## config.mk

```make
export PLATFORM = sky130hd
export DESIGN_NAME = tlp_tx_source
export DESIGN_NICKNAME = d
export VERILOG_FILES = /design/src/rtl/tlp_tx_pkg.sv /design/src/rtl/tlp_rdy_delay.sv /design/src/rtl/tlp_beat_seq.sv /design/src/rtl/tlp_frame_out.sv /design/src/rtl/tlp_tx_source.sv
export SDC_FILE = /design/constraint.sdc
export NUM_CORES = 1
export LEC_CHECK = 0
export ABC_AREA = 1
export CAP_MARGIN = 20
export CORE_MARGIN = 8
export CORE_UTILIZATION = 43
export CTS_CLUSTER_DIAMETER = 30
export DETAILED_ROUTE_END_ITERATION = 12
export PLACE_DENSITY = 0.87
export SLEW_MARGIN = 20
export SYNTH_ARGS = -nofsm -noshare
export SYNTH_HDL_FRONTEND = slang
export SYNTH_SLANG_ARGS = --single-unit
```

## constraint.sdc

```tcl
create_clock -name clk -period 4.9 [get_ports clk]
set_input_delay 0.49 -clock clk [delete_from_list [all_inputs] [get_ports clk]]
set_output_delay 0.49 -clock clk [all_outputs]
set_load 0.05 [all_outputs]
```

## src/rtl/tlp_tx_pkg.sv

```systemverilog
// Shared constants and helpers for the streaming TLP transmit source.
// Assumes dword-granular buffers and a power-of-two lane count.
package tlp_tx_pkg;
    localparam int DWORD_W   = 32;
    localparam int HDR3_DW   = 3;
    localparam int HDR4_DW   = 4;
    localparam int MIN_NULL_BEATS = 3;
endpackage

```

## src/rtl/tlp_rdy_delay.sv

```systemverilog
// Delays the sink ready by DEPTH register stages so that the sequencer
// sees ready at the cycle in which a beat may legally be presented.
// Assumes DEPTH >= 1.
module tlp_rdy_delay #(
    parameter int DEPTH = 2
) (
    input  logic clk,
    input  logic rst_n,
    input  logic rdy_in,
    output logic rdy_late
);
    logic [DEPTH-1:0] stg_q;

    generate
        if (DEPTH == 1) begin : g_single
            // one-stage delay
            always_ff @(posedge clk) begin
                if (!rst_n) stg_q <= '0;
                else        stg_q <= rdy_in;
            end
        end else begin : g_chain
            // shift ready through the chain
            always_ff @(posedge clk) begin
                if (!rst_n) stg_q <= '0;
                else        stg_q <= {stg_q[DEPTH-2:0], rdy_in};
            end
        end
    endgenerate

    assign rdy_late = stg_q[DEPTH-1];
endmodule

```

## src/rtl/tlp_beat_seq.sv

```systemverilog
// Packet and beat sequencer: accepts a packet descriptor, walks its beats
// through the buffer, advances only on accepted beats, decides whether a
// nullify request is allowed and keeps a sticky refusal flag.
// Assumes pkt_dwords >= 3 and that the descriptor is valid with pkt_start.
module tlp_beat_seq
    import tlp_tx_pkg::*;
#(
    parameter int LANES = 2,
    parameter int AW    = 10,
    parameter int LW    = 11
) (
    input  logic          clk,
    input  logic          rst_n,
    input  logic          rdy_late,
    input  logic          pkt_start,
    input  logic [AW-1:0] pkt_base,
    input  logic [LW-1:0] pkt_dwords,
    input  logic          pkt_hdr4,
    input  logic          pkt_nullify,
    output logic          pkt_ready,
    output logic          busy,
    output logic          fire,
    output logic          at_first,
    output logic          at_second,
    output logic          at_last,
    output logic          last_short,
    output logic          null_on,
    output logic          null_rej,
    output logic [AW-1:0] rd_addr
);
    localparam int LSH = $clog2(LANES);

    logic          busy_q;
    logic [LW-1:0] beat_q;
    logic [LW-1:0] nbeats_q;
    logic [AW-1:0] base_q;
    logic [LSH-1:0] tail_q;
    logic          nul_q;
    logic          rej_q;

    logic [LW-1:0] nbeats_in;
    logic [LW-1:0] hdr_dw;
    logic          grant;
    logic          done;
    logic          accept;

    // descriptor decode: beat count and nullify eligibility
    always_comb begin
        nbeats_in = LW'((pkt_dwords + LW'(LANES - 1)) >> LSH);
        hdr_dw    = pkt_hdr4 ? LW'(HDR4_DW) : LW'(HDR3_DW);
        grant     = pkt_nullify && (nbeats_in >= LW'(MIN_NULL_BEATS)) && (pkt_dwords > hdr_dw);
    end

    // beat acceptance and packet hand-over
    always_comb begin
        fire      = busy_q && rdy_late;
        at_last   = busy_q && (beat_q == nbeats_q - LW'(1));
        at_first  = busy_q && (beat_q == '0);
        at_second = busy_q && (beat_q == LW'(1));
        done      = fire && at_last;
        pkt_ready = !busy_q || (done && !nul_q);
        accept    = pkt_start && pkt_ready;
    end

    // packet state: load on accept, step on accepted beats, retire on eop
    always_ff @(posedge clk) begin
        if (!rst_n) begin
            busy_q   <= 1'b0;
            beat_q   <= '0;
            nbeats_q <= '0;
            base_q   <= '0;
            tail_q   <= '0;
            nul_q    <= 1'b0;
        end else if (accept) begin
            busy_q   <= 1'b1;
            beat_q   <= '0;
            nbeats_q <= nbeats_in;
            base_q   <= pkt_base;
            tail_q   <= pkt_dwords[LSH-1:0];
            nul_q    <= grant;
        end else if (done) begin
            busy_q   <= 1'b0;
        end else if (fire) begin
            beat_q   <= beat_q + LW'(1);
        end
    end

    // sticky record of refused nullify requests
    always_ff @(posedge clk) begin
        if (!rst_n)                                 rej_q <= 1'b0;
        else if (accept && pkt_nullify && !grant)   rej_q <= 1'b1;
    end

    assign busy       = busy_q;
    assign null_on    = nul_q;
    assign null_rej   = rej_q;
    assign last_short = (tail_q != '0) && ({1'b0, tail_q} <= (LSH + 1)'(LANES / 2));
    assign rd_addr    = base_q + AW'({beat_q, {LSH{1'b0}}});

    // a nullified packet leaves the block idle for the next cycle
    a_r9_idle_after_null: assert property (@(posedge clk) disable iff (!rst_n)
        (fire && at_last && nul_q) |=> !busy_q);
    // refusal flag never clears outside reset
    a_r7_sticky_refusal: assert property (@(posedge clk) disable iff (!rst_n)
        $past(rej_q) |-> rej_q);
endmodule

```

## src/rtl/tlp_frame_out.sv

```systemverilog
// Framing stage: turns the sequencer's beat position into stream valid,
// start/end markers, the empty-qword flag and the nullify marker.
// Assumes empty applies only when LANES is 4 (128-bit bus).
module tlp_frame_out #(
    parameter int LANES = 2
) (
    input  logic clk,
    input  logic rst_n,
    input  logic fire,
    input  logic at_first,
    input  logic at_second,
    input  logic at_last,
    input  logic last_short,
    input  logic null_on,
    output logic tx_valid,
    output logic tx_sop,
    output logic tx_eop,
    output logic tx_empty,
    output logic tx_err
);
    localparam bit WIDE = (LANES > 2);

    // markers qualified by an accepted beat
    always_comb begin
        tx_valid = fire;
        tx_sop   = fire && at_first;
        tx_eop   = fire && at_last;
        tx_empty = WIDE && fire && at_last && last_short;
        tx_err   = fire && null_on && at_second;
    end

    // nullify marker never shares a beat with sop or eop
    a_r6_err_inside: assert property (@(posedge clk) disable iff (!rst_n)
        tx_err |-> (tx_valid && !tx_sop && !tx_eop));
    // empty only on an eop beat
    a_r5_empty_at_eop: assert property (@(posedge clk) disable iff (!rst_n)
        tx_empty |-> tx_eop);
endmodule

```

## src/rtl/tlp_tx_source.sv

```systemverilog
// Streaming TLP transmit source: reads a packet from a local dword buffer
// and drives it onto a valid/ready stream whose ready has a two-cycle
// latency, with sop/eop, empty-qword and nullify marking.
// Assumes rd_data is a combinational read of rd_addr and LANES is 2 or 4.
module tlp_tx_source
    import tlp_tx_pkg::*;
#(
    parameter int LANES     = 2,
    parameter int AW        = 10,
    parameter int LW        = 11,
    parameter int RDY_LAT   = 2
) (
    input  logic                     clk,
    input  logic                     rst_n,
    input  logic                     tx_ready,
    input  logic                     pkt_start,
    input  logic [AW-1:0]            pkt_base,
    input  logic [LW-1:0]            pkt_dwords,
    input  logic                     pkt_hdr4,
    input  logic                     pkt_nullify,
    output logic                     pkt_ready,
    output logic [AW-1:0]            rd_addr,
    input  logic [LANES*DWORD_W-1:0] rd_data,
    output logic [LANES*DWORD_W-1:0] tx_data,
    output logic                     tx_valid,
    output logic                     tx_sop,
    output logic                     tx_eop,
    output logic                     tx_empty,
    output logic                     tx_err,
    output logic                     null_rej
);
    logic rdy_late;
    logic busy, fire, at_first, at_second, at_last, last_short, null_on;

    tlp_rdy_delay #(.DEPTH(RDY_LAT)) u_rdy (
        .clk      (clk),
        .rst_n    (rst_n),
        .rdy_in   (tx_ready),
        .rdy_late (rdy_late)
    );

    tlp_beat_seq #(.LANES(LANES), .AW(AW), .LW(LW)) u_seq (
        .clk         (clk),
        .rst_n       (rst_n),
        .rdy_late    (rdy_late),
        .pkt_start   (pkt_start),
        .pkt_base    (pkt_base),
        .pkt_dwords  (pkt_dwords),
        .pkt_hdr4    (pkt_hdr4),
        .pkt_nullify (pkt_nullify),
        .pkt_ready   (pkt_ready),
        .busy        (busy),
        .fire        (fire),
        .at_first    (at_first),
        .at_second   (at_second),
        .at_last     (at_last),
        .last_short  (last_short),
        .null_on     (null_on),
        .null_rej    (null_rej),
        .rd_addr     (rd_addr)
    );

    tlp_frame_out #(.LANES(LANES)) u_frame (
        .clk        (clk),
        .rst_n      (rst_n),
        .fire       (fire),
        .at_first   (at_first),
        .at_second  (at_second),
        .at_last    (at_last),
        .last_short (last_short),
        .null_on    (null_on),
        .tx_valid   (tx_valid),
        .tx_sop     (tx_sop),
        .tx_eop     (tx_eop),
        .tx_empty   (tx_empty),
        .tx_err     (tx_err)
    );

    // buffer beat passes straight to the stream
    assign tx_data = rd_data;

    // valid only when ready was seen two edges earlier
    a_r1_valid_after_ready: assert property (@(posedge clk) disable iff (!rst_n)
        tx_valid |-> $past(tx_ready, 2));
    // beat position held across a stall
    a_r2_hold_on_stall: assert property (@(posedge clk) disable iff (!rst_n)
        (busy && !tx_valid) |=> $stable(rd_addr));
    // markers only on valid beats
    a_r4_marks_need_valid: assert property (@(posedge clk) disable iff (!rst_n)
        (tx_sop || tx_eop) |-> tx_valid);
endmodule

```

Word level (Yosys, flattened, before mapping)
Index checks and enable logic that the tools add are counted.
Storage, ports and cells
  logic and storage cells: 42
  input port bits: 91
  bits in registers: 36
  output and inout port bits: 81
Operators by class
  $add $sub $neg: 4
  reduce and logical (&&, ||, !) cells: 22
  bitwise operators: 2
  multiplexer cells: 3
  eq/ne operators: 2
  order comparisons: 2
Operator list (number)
  11-bit by 1-bit adder with 11-bit output, second input constant: 2
  1-bit logical AND: 14
  11-bit by 1-bit equality test with 1-bit output, second input constant: 1
  11-bit equality test: 1
  11-bit greater-than comparator: 1
  11-bit logical NOT: 1
  10-bit by 1-bit subtractor with 11-bit output, second input constant: 1
  10-bit adder: 1
  10-bit by 2-bit >= comparator with 1-bit output, second input constant: 1
  1-bit logical NOT: 3
  3-bit 2-to-1 mux: 1
  1-bit 2-to-1 mux: 2
  1-bit inverter: 2
  2-bit AND reduction: 1
  2-bit nonzero test: 1
  2-bit OR reduction: 1
  1-bit logical OR: 1

Logic depth before layout (Yosys ltp)
  depth in word-level cells: 9
  depth in mapped cells: 17
  gate-level depth less buffers: 16

By module
A second synthesis with hierarchy kept.
Second synthesis, totals
  cells, all modules: 485
  area total of the unflattened synthesis: 3230.6 µm²
Modules (own cells, without submodules)
  tlp_beat_seq: cells an instance 405, seq. area each 700.7 µm², times used 1, area an instance 2650.0 µm²
  tlp_tx_source: cells an instance 64, seq. area each 0.0 µm², times used 1, area an instance 480.5 µm²
  tlp_rdy_delay: cells an instance 6, seq. area each 40.0 µm², times used 1, area an instance 55.1 µm²
  tlp_frame_out: cells an instance 10, seq. area each 0.0 µm², times used 1, area an instance 45.0 µm²

Worst setup path after synthesis
OpenSTA, ideal clock, no wires.
  kind: reg-to-output
  start: register u_seq.beat_q[0]
  end: output port rd_addr[9]
  slack: 1893 ps
  buffers on the path: 0
  stages on the path, launching flop included: 12
  required time: 4410 ps
  arrival: 2517 ps
  cells stage by stage: dfxtp_1 -> ha_1 -> inv_1 -> fa_1 -> o21ai_0 -> a21o_1 -> a21oi_1 -> nor2_1 -> nor2_1 -> nor2_1 -> nor2_1 -> xor2_1
Between the ends
  longest elaborated chain between the ends: 1
Ends and longest elaborated chain
  from (decl): RTL line tlp_beat_seq.sv:34  | logic [LW-1:0] beat_q;
  from (signal assigned): RTL line tlp_beat_seq.sv:84  | beat_q <= beat_q + LW'(1);
  10-bit adder: RTL line tlp_beat_seq.sv:98  | assign rd_addr = base_q + AW'({beat_q, {LSH{1'b0}}});
  to (decl): RTL line tlp_tx_source.sv:22  | output logic [AW-1:0] rd_addr,
No other way between the ends.

Worst setup path in the final report
Ends and elaborated chain as after synthesis.

==> results by stage <==
Status:
- The run finished with clean final reports.

Final layout:
- The library cells used most frequently in the layout, excluding fill and tap cells, are sky130_fd_sc_hd__nand2_1 (111), sky130_fd_sc_hd__inv_1 (49), sky130_fd_sc_hd__clkdlybuf4s50_1 (42), sky130_fd_sc_hd__a21oi_1 (38), sky130_fd_sc_hd__dfxtp_1 (36).
- After the flow finishes, the layout carries non-filler instances totaling 548.
- Fill cells in the final layout number 763.
- The sequential cell area is 721 um^2.
- In the final design database the tool counted 556 nets.
- The commonest non-fill, non-tap cell in the layout is sky130_fd_sc_hd__nand2_1.
- The layout-stage area growth over the synthesis result is 2.25%.
- The area of combinational cells with multiple inputs is 1680 um^2.
- The fraction of final layout cells sized beyond drive strength 1 is 4.68%.
- Once layout is complete, the utilization of the core stands at 44.9%.
- The repair_antennas step left the layout with diodes totalling 0.

Place:
- The number of placed instances with taps included is 540.
- The HPWL reported at the end of detailed placement is 5690 um.
- The routability congestion estimate from global placement is 0.888.
- The number of buffers added on ports is 42.

Synth:
- The fraction of post-synthesis cell area in the top cell type by area is 22.7%.
- The cell taking the most area after synthesis is sky130_fd_sc_hd__dfxtp_1.
- Sequential elements use 22.7% of the synthesized area.
- Counting every net in the synthesized netlist gives 584.
- The average cell area after synthesis is 6.66 um^2.
- The netlist area before placement is 3170 um^2.
- Ranked by total cell area, the synthesized netlist is headed by sky130_fd_sc_hd__dfxtp_1 (23%), sky130_fd_sc_hd__buf_4 (16%), sky130_fd_sc_hd__nand2_1 (13%).
- Counting every instance in the synthesized netlist gives 476.
- The post-synthesis sequential element count is 36.
- The number of different library cells used by synthesis comes to 34.
- The yosys synthesis warning count is 0.

Clock network:
- Clock tree synthesis found a total of 36 sinks.
- Buffers inserted to repair hold after CTS numbered 0.
- Clock-pin slew was measured on the worst setup and hold paths at 0.08 ns.
- The clock latency reported for the late side of the worst-skew pair is 0.29 ns.
- Clock tree synthesis inserted a total of 5 buffers.
- The number of setup buffers added after CTS is 0.
- TritonCTS built the clock tree.
- The tree is rooted in a sky130_fd_sc_hd__clkbuf_8.
- The maximum clock path buffer count is 2.
- After clock tree synthesis, the repair step resized 0 gates.
- The number of levels in the clock H-tree is 2.

Drt:
- For this run, design rule violations remaining after detail routing come to 0.
- The iteration-0 DRC count of the detailed router is 151.
- The detailed-route wire length per cell is 12.8 um.
- The number of detailed-routing iterations run before antenna repair is 4.
- For this block, the routed nets add up to 7020 um of wire.
- The overall via count from detail_route is 2804.
- Once detail routing completed, the nets flagged for antenna violations numbered 0.
- The post-detailed-route via-to-cell ratio is 5.12.

STA:
- The hold violation total from the final report is 0.
- For the pin with the worst max-slew slack, the measured transition is 0.635 ns.
- The max-slew headroom at the worst pin is 57.5%.
- The number of max-slew violations in the final report is 0.
- Setup violations remaining at the end of the flow were counted as 0.
- The worst clock skew is 0.00728 ns.
- Setup repair after global routing left no endpoint under its margin.
- Timing would allow up to 270 MHz.
- Of the available clock period, the critical path in the final layout requires 75.7%.
- The final total negative setup slack is 0 ns.
- After layout, the minimum clock period comes to 3.71 ns.

Worst setup path:
- The number of buffer and inverter stages on the critical path is 2.
- Data on the critical path arrives at its endpoint at 3.22 ns.
- The startpoint type of the worst setup path is a flop.
- The largest individual stage delay along the critical path comes from the cell sky130_fd_sc_hd__clkdlybuf4s50_1.
- In this design, the largest share of critical-path delay is due to buffers and inverters.
- By instance count, the cell type seen most on the critical path is sky130_fd_sc_hd__nor2_1.
- The largest incremental delay on the critical path is 0.81 ns.
- In this run the worst path has a maximum fanout of 8.
- The category of the worst setup path capture point is a primary output.
- The worst setup path category is flop to primary output.
- At the worst endpoint, the required time is 4.41 ns.
- Walking the worst path, the cells encountered are ha_1 -> inv_1 -> fa_1 -> o21ai_0 -> a21o_1 -> a21oi_1 -> nor2_1 -> nor2_1 -> nor2_1 -> nor2_1 -> xor2_1 -> clkdlybuf4s50_1.

Worst hold path:
- The type of the tightest min-delay check is flop to flop.

Global route:
- The initial antenna violation count came to 0.
- The global-route wire length before repair is 11900 um.
- The number of global-route vias before repair is 2763.
- The global-route total usage across every layer is 13.7%.
- For this run the aggregate overflow at the end of global routing stands at 0.
- The largest net degree at the start of global routing is 33.

Floorplanning:
- The core area is 7210 um^2.
- After floorplanning, the core was divided into 31 placement rows.
- The floorplan step defined a die boundary enclosing 10400 um^2.
- 172 I/O pins were placed.
- The height of the die is 102 um.
- For this configuration, the core starts out at a cell density of 43.9%.
- The horizontal extent of the die is 102 um.

Power and ir drop:
- Total power for the finished layout comes to 0.758 mW.
- The static power due to leakage is 1.39 nW.
- The power density of the placed cells is 234 nW/um^2.
- VDD sags by at most 0.184 mV.

Flow run:
- Max-cap violations in this run came to 0.
==> final cells by class <==
type	count	share of cell area, %
Inverter	53	6.18
Tap cell	99	3.82
Multi-Input combinational cell	310	51.9
Timing Repair Buffer	42	13.0
Clock inverter	3	0.734
Clock buffer	5	2.12
Sequential cell	36	22.2
==> worst reg2reg max path, stage by stage (launching register included) <==
cell and delay (ns):
sky130_fd_sc_hd__dfxtp_1 0.33, sky130_fd_sc_hd__inv_1 0.15, sky130_fd_sc_hd__ha_1 0.26, sky130_fd_sc_hd__nand2_2 0.12
sky130_fd_sc_hd__nor2_2 0.15, sky130_fd_sc_hd__nand2_1 0.08, sky130_fd_sc_hd__nand2_1 0.08, sky130_fd_sc_hd__nand2_1 0.06
sky130_fd_sc_hd__nor3b_1 0.19, sky130_fd_sc_hd__nand4_1 0.54, sky130_fd_sc_hd__nand2_2 0.44, sky130_fd_sc_hd__nand2_1 0.08
sky130_fd_sc_hd__a21oi_1 0.14
==> state kept, by name (all words and copies together) (netlist names) <==
name / flops
u_rdy.stg_q: 2
u_seq.null_on: 1
u_seq.null_rej: 1
u_seq.nbeats_q: 10
u_seq.beat_q: 11
u_seq.base_q: 10
u_seq.busy: 1
==> where the power goes <==
group | internal (mW) | leakage [nW] | total (mW) | switching, mW
registers | 0.309 | 0.295 | 0.323 | 0.0142
logic | 0.0838 | 1.05 | 0.221 | 0.137
clock network | 0.101 | 0.0404 | 0.213 | 0.113
total | 0.493 | 1.39 | 0.758 | 0.265
==> layer usage <==
layer  part of all wire, %  global-route usage [%]  vias up  routed length [um]
met5                     0                       0        -                   0
met4                   2.4                    6.21        0                 170
met3                   6.5                    2.86       18                 458
met2                    48                    23.8       96                3390
met1                    43                    15.7     1298                3000
li1                      -                       -     1392                   -
==> through the flow <==
step | instance area [um^2] | worst slack [ns] | hold slack, ns
final | 3240 | 1.19 | 0.426
after global placement | 3150 | 1.59 | 0.394
after global routing | 3240 | 0.977 | 0.487
after CTS | 3240 | 1.20 | 0.434
after detailed placement | 3150 | 1.53 | 0.403
after floorplan | 3170 | 1.89 | 0.390
==> cells in the mapped netlist, drive strengths merged <==
cell type / number
xnor2: 8
ha: 16
xor2: 20
nand2: 116
clkbuf: 4
o21bai: 2
nor2: 34
nor3b: 3
nor4: 4
nor3: 9
and3: 1
fa: 1
buf: 73
clkinv: 3
inv: 50
a31oi: 1
nand3: 33
conb: 1
o21ai: 13
a21oi: 38
a21o: 2
dfxtp: 36
nand4: 8
==> logic make-up after synthesis <==
kind of cell	synth area share (%)
simple gates	29.1
buf+inv	24.2
compound gates	9.20
flops	22.7
xor+xnor	7.74
fa+ha+maj	6.95
other cells	0.118
==> worst paths after layout <==
path	depth (start not counted)	endpoint	slack [ns]	from
max reg2reg	12	u_seq.beat_q[9]	2.21	u_seq.nbeats_q[0]
max	12	rd_addr[9]	1.19	u_seq.beat_q[0]
min	2	u_rdy.stg_q[1]	0.43	u_rdy.stg_q[0]
min reg2reg	2	u_rdy.stg_q[1]	0.43	u_rdy.stg_q[0]
Power figures use the tool's default switching activity.
